===== config.mk =====
export PLATFORM = sky130hd
export DESIGN_NAME = dual_chan_avg
export DESIGN_NICKNAME = d
export VERILOG_FILES = /design/src/rtl/dca_pkg.sv /design/src/rtl/dca_chan.sv /design/src/rtl/dca_out.sv /design/src/rtl/dual_chan_avg.sv
export SDC_FILE = /design/constraint.sdc
export NUM_CORES = 1
export LEC_CHECK = 0
export BUFFER_PORTS_ARGS = -buffer_cell sky130_fd_sc_hd__buf_2
export CAP_MARGIN = 20
export CELL_PAD_IN_SITES_DETAIL_PLACEMENT = 0
export CELL_PAD_IN_SITES_GLOBAL_PLACEMENT = 2
export CORE_MARGIN = 2
export CORE_UTILIZATION = 40
export CTS_BUF_LIST = sky130_fd_sc_hd__clkbuf_2
export CTS_CLUSTER_SIZE = 14
export DETAILED_ROUTE_END_ITERATION = 7
export PLACE_DENSITY_LB_ADDON = 0.1
export RECOVER_POWER = 100
export REMOVE_ABC_BUFFERS = 1
export SLEW_MARGIN = 20
export SYNTH_ARGS = -nofsm -noshare
export SYNTH_HDL_FRONTEND = slang
export SYNTH_SLANG_ARGS = --single-unit

===== constraint.sdc =====
create_clock -name clk -period 9.8 [get_ports clk]
set_clock_uncertainty 0.1 [all_clocks]
set_input_delay 0.98 -clock clk [delete_from_list [all_inputs] [get_ports clk]]
set_output_delay 0.98 -clock clk [all_outputs]
set_load 0.01 [all_outputs]

===== src/rtl/dca_pkg.sv =====
package dca_pkg;

   // Number of interleaved quantities handled by the averager
   localparam int unsigned DCA_CHANNELS = 2;

   // Limit a configuration value to an upper bound
   function automatic int unsigned dca_min(input int unsigned a, input int unsigned b);
      return (a > b) ? b : a;
   endfunction

endpackage


===== src/rtl/dca_chan.sv =====
module dca_chan #(
   parameter int DATA_W    = 16,
   parameter int LOG2M_MAX = 8,
   parameter int SKIP_W    = 4,
   localparam int ACC_W    = DATA_W + LOG2M_MAX,
   localparam int CNT_W    = LOG2M_MAX
) (
   input  logic                     clk,
   input  logic                     rst_n,
   input  logic                     clear,
   input  logic                     hit,
   input  logic signed [DATA_W-1:0] din,
   input  logic [SKIP_W-1:0]        skip_cnt,
   input  logic [CNT_W-1:0]         last_idx,
   output logic                     term,
   output logic signed [ACC_W-1:0]  total
);

   logic signed [ACC_W-1:0] acc_q;
   logic [CNT_W-1:0]        cnt_q;
   logic [SKIP_W-1:0]       skipped_q;
   logic                    skipping;
   logic                    accept;
   logic signed [ACC_W-1:0] din_ext;

   // Sign extension of the incoming result to the sum width
   assign din_ext  = {{LOG2M_MAX{din[DATA_W-1]}}, din};
   assign skipping = (skipped_q < skip_cnt);
   assign accept   = hit && !clear && !skipping;
   assign total    = acc_q + din_ext;
   assign term     = accept && (cnt_q >= last_idx);

   always_ff @(posedge clk or negedge rst_n) begin
      if (!rst_n) begin
         acc_q     <= '0;
         cnt_q     <= '0;
         skipped_q <= '0;
      end else if (clear) begin
         acc_q     <= '0;
         cnt_q     <= '0;
         skipped_q <= '0;
      end else if (hit) begin
         if (skipping) begin
            skipped_q <= skipped_q + SKIP_W'(1);
         end else if (term) begin
            acc_q <= '0;
            cnt_q <= '0;
         end else begin
            acc_q <= total;
            cnt_q <= cnt_q + CNT_W'(1);
         end
      end
   end

endmodule


===== src/rtl/dca_out.sv =====
module dca_out #(
   parameter int DATA_W    = 16,
   parameter int LOG2M_MAX = 8,
   parameter int N_CH      = 2,
   localparam int ACC_W    = DATA_W + LOG2M_MAX,
   localparam int SH_W     = $clog2(LOG2M_MAX + 1),
   localparam int CH_W     = (N_CH > 1) ? $clog2(N_CH) : 1
) (
   input  logic                     clk,
   input  logic                     rst_n,
   input  logic [N_CH-1:0]          term,
   input  logic signed [ACC_W-1:0]  totals [N_CH],
   input  logic [SH_W-1:0]          shift,
   output logic                     out_valid,
   output logic [CH_W-1:0]          out_chan,
   output logic signed [DATA_W-1:0] out_data
);

   logic signed [ACC_W-1:0] sel;
   logic signed [ACC_W-1:0] shifted;
   logic [CH_W-1:0]         sel_chan;
   logic                    any;

   // At most one channel terminates per cycle: one input per cycle
   always_comb begin
      sel      = '0;
      sel_chan = '0;
      for (int i = 0; i < N_CH; i++) begin
         if (term[i]) begin
            sel      = totals[i];
            sel_chan = CH_W'(i);
         end
      end
   end

   assign any     = |term;
   assign shifted = sel >>> shift;

   always_ff @(posedge clk or negedge rst_n) begin
      if (!rst_n) begin
         out_valid <= 1'b0;
         out_chan  <= '0;
         out_data  <= '0;
      end else begin
         out_valid <= any;
         if (any) begin
            out_chan <= sel_chan;
            out_data <= shifted[DATA_W-1:0];
         end
      end
   end

endmodule


===== src/rtl/dual_chan_avg.sv =====
module dual_chan_avg #(
   parameter int DATA_W    = 16,
   parameter int LOG2M_MAX = 8,
   parameter int SKIP_W    = 4,
   localparam int SH_W     = $clog2(LOG2M_MAX + 1),
   localparam int ACC_W    = DATA_W + LOG2M_MAX,
   localparam int CNT_W    = LOG2M_MAX
) (
   input  logic                     clk,
   input  logic                     rst_n,
   input  logic                     clear,
   input  logic                     in_valid,
   input  logic                     in_chan,
   input  logic signed [DATA_W-1:0] in_data,
   input  logic [SH_W-1:0]          cfg_log2m,
   input  logic [SKIP_W-1:0]        cfg_skip,
   output logic                     out_valid,
   output logic                     out_chan,
   output logic signed [DATA_W-1:0] out_data
);

   import dca_pkg::*;

   localparam int N_CH = DCA_CHANNELS;

   // Elaboration-time parameter checks
   if (DATA_W < 2) begin : g_bad_data_w
      $error("dual_chan_avg: DATA_W must be at least 2");
   end
   if (LOG2M_MAX < 1 || LOG2M_MAX > 16) begin : g_bad_log2m
      $error("dual_chan_avg: LOG2M_MAX must lie in 1..16");
   end
   if (SKIP_W < 1) begin : g_bad_skip_w
      $error("dual_chan_avg: SKIP_W must be at least 1");
   end
   if (N_CH != 2) begin : g_bad_nch
      $error("dual_chan_avg: the tag is one bit wide, two channels only");
   end

   logic [SH_W-1:0]         eff_sh;
   logic [CNT_W:0]          m_full;
   logic [CNT_W:0]          m_less;
   logic [CNT_W-1:0]        last_idx;
   logic [N_CH-1:0]         term_vec;
   logic signed [ACC_W-1:0] total_arr [N_CH];

   // Clamp the averaging length and derive the final count index
   assign eff_sh   = (cfg_log2m > SH_W'(LOG2M_MAX)) ? SH_W'(LOG2M_MAX) : cfg_log2m;
   assign m_full   = (CNT_W+1)'(1) << eff_sh;
   assign m_less   = m_full - (CNT_W+1)'(1);
   assign last_idx = m_less[CNT_W-1:0];

   for (genvar g = 0; g < N_CH; g++) begin : g_chan
      logic hit;
      assign hit = in_valid && (in_chan == 1'(g));

      dca_chan #(
         .DATA_W   (DATA_W),
         .LOG2M_MAX(LOG2M_MAX),
         .SKIP_W   (SKIP_W)
      ) u_chan (
         .clk     (clk),
         .rst_n   (rst_n),
         .clear   (clear),
         .hit     (hit),
         .din     (in_data),
         .skip_cnt(cfg_skip),
         .last_idx(last_idx),
         .term    (term_vec[g]),
         .total   (total_arr[g])
      );
   end

   dca_out #(
      .DATA_W   (DATA_W),
      .LOG2M_MAX(LOG2M_MAX),
      .N_CH     (N_CH)
   ) u_out (
      .clk      (clk),
      .rst_n    (rst_n),
      .term     (term_vec),
      .totals   (total_arr),
      .shift    (eff_sh),
      .out_valid(out_valid),
      .out_chan (out_chan),
      .out_data (out_data)
   );

endmodule


# Word-level counts from Yosys, hierarchy flattened
# Index checks and enable logic that the tools add are counted.
# word_totals
regBits,90
word_cells,72
inputBits,29
# classes
bitwise_logic,1
n_reduce_logical,20
eq_ne,2
mux,26
shifts,2
n_addsub,7
n_lt_le_gt_ge,5
# op_table
cell,n
2-to-1 mux 24 bit,10
2-to-1 mux 8 bit,8
adder 24 x 16 -> 24 bit,2
2-to-1 mux 4 bit,7
>>> shifter 24 x 4 -> 16 bit,1
adder 8 x 1 -> 8 bit (second input constant),2
greater-or-equal comparator 8 bit,2
adder 4 x 1 -> 4 bit (second input constant),2
logical AND 1 bit,8
less-than comparator 4 bit,2
AND reduction 2 bit,4
nonzero test 2 bit,4
<< shifter 1 x 4 -> 8 bit (first input constant),1
subtractor 8 x 1 -> 8 bit (second input constant),1
greater-than comparator 4 bit (second input constant),1
!= test 2 bit (second input constant),2
zero test 1 bit,3
OR reduction 2 bit,1
2-to-1 mux 1 bit,1
NOT 1 bit,1

# Logic depth before layout (Yosys ltp)
# depth
word_depth,10
depth_mapped,20

# Modules after synthesis
# A second synthesis with hierarchy kept.
# unflattened
hier_cells,896
area_unflattened_um2,8141.6
# by_module_without_submodules
mod,cells_each,area_each_um2,seq_area_each_um2,n_inst
dca_chan,324,3010.4,900.9,2
dca_out,224,1973.1,450.4,1
dual_chan_avg,24,147.6,0.0,1

# Least setup slack after synthesis
# OpenSTA, ideal clock, no wires.
# synth_path
path_kind,in2reg
startpoint,in cfg_log2m[2]
endpoint,reg u_out.out_data[13]
required_time_ns,9.606
path_slack_ns,5.117
path_stages,16
arrival_ns,4.489
cell_sequence,clkbuf_1 -> clkbuf_1 -> or3_1 -> ha_1 -> xnor2_1 -> ha_1 -> o21a_1 -> a221oi_1 -> or4_4 -> a211oi_4 -> buf_6 -> o2bb2ai_4 -> mux2i_2 -> a221oi_2 -> o32ai_1 -> a221oi_2
# synth_via
elab_chain_cells,9
word_cells_on_any_way,12
classes_between,add/sub: 1; order compare: 3; shift: 2; mux: 3; reduce/logical: 3
# synth_rtl
element,line_no,text
start: declaration,dual_chan_avg.sv:15,"input logic [SH_W-1:0] cfg_log2m,"
greater-than comparator 4 bit,dual_chan_avg.sv:48,assign eff_sh = (cfg_log2m > SH_W'(LOG2M_MAX)) ? SH_W'(LOG2M_MAX) : cfg_log2m;
2-to-1 mux 4 bit *,dual_chan_avg.sv:48,
<< shifter 1 x 4 -> 8 bit,dual_chan_avg.sv:49,assign m_full = (CNT_W+1)'(1) << eff_sh;
subtractor 8 x 1 -> 8 bit,dual_chan_avg.sv:50,assign m_less = m_full - (CNT_W+1)'(1);
greater-or-equal comparator 8 bit,dca_chan.sv:31,assign term = accept && (cnt_q >= last_idx);
logical AND 1 bit,dca_chan.sv:31,
2-to-1 mux 24 bit (2 in series),dca_out.sv:29,if (term[i]) begin
>>> shifter 24 x 4 -> 16 bit,dca_out.sv:37,assign shifted = sel >>> shift;
end signal: assignment,dca_out.sv:48,out_data <= shifted[DATA_W-1:0];
end: declaration,dca_out.sv:16,output logic signed [DATA_W-1:0] out_data
# Mark *: on every way between the ends. The rest lies on a longest branch, timed or not.
# A chain may end at the register's enable or synchronous reset.

# Worst setup path after layout
# layout_path
startpoint,in cfg_log2m[3]
endpoint,reg u_out.out_data[15]
# layout_via
word_cells_on_any_way,12
classes_between,add/sub: 1; order compare: 3; shift: 2; mux: 3; reduce/logical: 3
# layout_rtl
element,line_no,text
greater-than comparator 4 bit,dual_chan_avg.sv:48,
2-to-1 mux 4 bit *,dual_chan_avg.sv:48,
<< shifter 1 x 4 -> 8 bit *,dual_chan_avg.sv:49,
subtractor 8 x 1 -> 8 bit *,dual_chan_avg.sv:50,
greater-or-equal comparator 8 bit,dca_chan.sv:31,
logical AND 1 bit,dca_chan.sv:31,
OR reduction 2 bit *,dca_out.sv:36,assign any = |term;
net u_out.any,dca_out.sv:22,logic any;
# The timed path passes the listed nets; every way through them passes the cells marked *.

==> key figures <==
Placed design
  – IO buf count: 46
  – Final Wtd Congestion: 0.877
  – Hpwl dp: 17,600 um
  – Post-Place Cells: roughly 1,100

Synth
  – Syn. warnings: 0
  – Unique cell type count in the Yosys netlist: 81
  – Synth Register Bits: 90
  – Yosys top cell by area: dfrtp_1
  – Count leader, synth: dfrtp_1
  – Sequential area share after synthesis: 0.296
  – Top cell type's share of synthesized area: 0.296
  – Synth cell count leaders: dfrtp_1, o21ai_0, nand2_1
  – Post-synth EDFFs: 0
  – Top cells by area, synth: dfrtp_1, ha_1, o21ai_0
  – Syn_area_per_cell: 8.69 um2
  – Mapped cell area: about 7600 um2
  – Most used DFF post-synth: dfrtp_1
  – Async SR Flop Fraction: 1.00
  – Cells after Synth: between 800 and 900

Floorplan
  – Starting Density: 0.406
  – Die Area: just over 20,000 um2
  – Core ar.: about 19,000 um2
  – Die X: ~140 um
  – Die Y: 142 um
  – Site Rows: 50
  – Ports: 47

STA
  – Hold Slack: 421 ps
  – Slew HR: -1.06
  – Peak Freq: around 140 MHz
  – Minimum clock period: between 7000 and 8000 ps
  – Slew Limit Fails: 145
  – Setup TNS: 0 ps
  – Final hold viol count: 0
  – RSZ-0062 raised after global routing: false
  – Final setup vio count: 0
  – Worst-Margin Slew: ~3000 ps
  – Final period utilization: 0.716

Power
  – Pwr Density: 89.5 nW/um2
  – Combinational cell fraction of total power: 0.214
  – Sw Ratio: 0.352
  – Power share of the clock group: 0.246
  – VDD IR max: about 0.000057 V
  – P_leak: between 0.003 and 0.004 uW
  – Reg power frac: 0.540
  – Int Power: approximately 470 uW
  – P_sw: 254 uW

Drt
  – Initial DRT Pass Iterations: 6
  – Total Wirelength: 24,100 um
  – DR vias: between 7,000 and 8,000
  – DR iter-0 viols: between 400 and 500
  – Remaining DRCs: 0
  – WL per Instance: approximately 21 um
  – ANT nets after route: 0
  – Vias per inst: 6.18

Run status
  – Failing checks: capacitance limit, slew limit
  – Run status: finished, violations left

Clock tree
  – Skew-Pair Late Insertion Delay: 620 ps
  – Clk sink count: 90
  – Reg clk slew, reported paths: roughly 250 ps
  – Post-CTS setup buffer count: 0
  – CTS tree: built
  – Hold buffer count at CTS: 0
  – Root Buffer: clkbuf_2
  – Post_cts resized: 0
  – Num CTS Buffers: 9
  – # H-tree levels: 3
  – Maximum clock path buffer count: 2

Setup path
  – Critical path type: input port to register
  – Required @ worst endpoint: between 10,000 and 15,000 ps
  – R2R setup slack: between 5000 and 6000 ps
  – Worst setup SP type: input port
  – Critical Path AT: around 7300 ps
  – Worst-path fanout max: 32
  – CP Capture Type: register

Cells and area
  – Multi-input gate area: 5080 um2
  – FF+latch area: around 2300 um2
  – # fillers: approximately 1,900
  – Layout net count: around 1,000
  – Fin cells: approximately 1,100
  – Share of cells above drive strength 1: 0.0742
  – Area delta synth->final: 5.81%

GRT
  – All-Layer GR Usage: 0.246
  – Vias in the first global route: 6,834
  – Grt ovf: 0
  – Initial antenna violation count: 1
  – First-pass GRT wire length: between 30,000 and 40,000 um
  – Largest net degree at the start of global routing: 54

Worst hold path
  – Hold Crit Class: register to register

Flow run
  – Maximum Capacitance Violations: 4
## registers in the layout (all words and copies together) (netlist names)
name,flops
g_chan.u_chan.cnt_q,16
g_chan.u_chan.skipped_q,8
g_chan.u_chan.acc_q,48
u_out.out_chan,1
u_out.out_data,16
u_out.out_valid,1
## placed cells by master, fill, tap and decap left out, types with 5 or more instances in the layout
cell type / Yosys / routed
dfrtp_1: 90 / 90
o21ai_0: 83 / 87
nand2_1: 81 / 81
ha_1: 69 / 69
nor2_1: 67 / 67
a21oi_1: 57 / 57
a22o_1: 37 / 37
xnor2_1: 30 / 30
buf_2: 6 / 26
nand3_1: 22 / 22
clkbuf_1: 28 / 22
xor2_1: 19 / 19
mux2i_1: 18 / 18
nor3_1: 16 / 16
a21o_1: 16 / 16
a31oi_1: 17 / 16
inv_1: 14 / 15
a211oi_1: 15 / 15
o211ai_1: 13 / 13
and3_1: 11 / 11
o21a_1: 9 / 9
nand4_1: 9 / 9
clkbuf_2: 2 / 9
or3_1: 8 / 8
nor2b_1: 8 / 8
a22oi_1: 7 / 7
a221oi_1: 5 / 6
a211o_1: 6 / 6
clkinv_1: 3 / 5
o31ai_1: 5 / 5
and2_1: 8 / 5
o221ai_1: 5 / 5
a311oi_1: 5 / 5
o2bb2ai_1: 5 / 5
## final timing paths
path | startpoint | end | depth (start not counted)
min in group asynchronous | rst_n | g_chan[0].u_chan.acc_q[16]$_DFFE_PN0P_ | 1
worst max register to register | g_chan[1].u_chan.skipped_q[2]$_DFFE_PN0P_ | u_out.out_data[15]$_DFFE_PN0P_ | 12
max in group asynchronous | rst_n | g_chan[1].u_chan.cnt_q[6]$_DFFE_PN0P_ | 2
worst max-delay path | cfg_log2m[3] | u_out.out_data[15]$_DFFE_PN0P_ | 17
worst min register to register | g_chan[1].u_chan.acc_q[19]$_DFFE_PN0P_ | g_chan[1].u_chan.acc_q[19]$_DFFE_PN0P_ | 2
worst min-delay path | g_chan[1].u_chan.acc_q[19]$_DFFE_PN0P_ | g_chan[1].u_chan.acc_q[19]$_DFFE_PN0P_ | 2
## layer usage
metal / vias to the layer above / wire, um / GRT usage
met2: 198 / 10900 / 0.383
met4: 0 / 532 / 0.0789
li1: 3377 / - / -
met1: 3429 / 11500 / 0.350
met5: - / 0 / 0
met3: 28 / 1180 / 0.0422
## power by group through the flow
stage / clock, uW / sequential, uW / combinational, uW
floorplan: 0 / 394 / 92.6
global placement: 0 / 395 / 154
detailed placement: 0 / 395 / 155
CTS: 186 / 389 / 156
global route: 201 / 390 / 171
finish: 177 / 389 / 154
## per-stage QoR
| stage | instance area [um2] | utilization | setup slack, ps | power, uW |
|---|---|---|---|---|
| 2_1_floorplan | 7410 | - | 4960 | 486 |
| 3_3_place_gp | 7990 | 0.427 | 3590 | 549 |
| 3_5_place_dp | 7990 | 0.427 | 3590 | 550 |
| 4_1_cts | 8080 | 0.432 | 4250 | 731 |
| 5_1_grt | 8040 | 0.430 | 2280 | 762 |
| 6_report | 8040 | 0.430 | 2790 | 720 |
## cell families (layout without fill, tap and decap cells)
group / count (synthesis) / in the layout / synth area share
buffers and inverters: 59 / 87 / 0.0344
AND/OR/NAND/NOR: 246 / 246 / 0.150
other: 0 / 1 / 0
AO/OA/AOI/OAI: 337 / 337 / 0.309
adder cells (fa/ha/maj): 71 / 71 / 0.119
multiplexers: 23 / 23 / 0.0344
XOR/XNOR: 49 / 49 / 0.0565
flip-flops: 90 / 90 / 0.296
## critical path, cell delays in order
cell      delay, ps
clkbuf_1       1110
clkinv_1        660
nand2_1         610
nor3_1          110
xnor2_1         230
ha_1            260
o21ai_0          70
o21ai_0         120
a31oi_1         270
o21ai_0         160
and2_0          560
nor2_1         1180
inv_1           430
nor2_1          200
a21oi_1          60
a211oi_1        230
a311oi_1         80
## final cells by class
class / count / area share
sequential: 90 / 0.280
clock inverter: 7 / 0.00560
antenna: 1 / 0.000311
timing repair buffer: 53 / 0.0316
inverter: 18 / 0.00840
multi-input combinational: 726 / 0.632
clock buffer: 9 / 0.00560
tap: 234 / 0.0364
(Power assumes the default switching activity.)
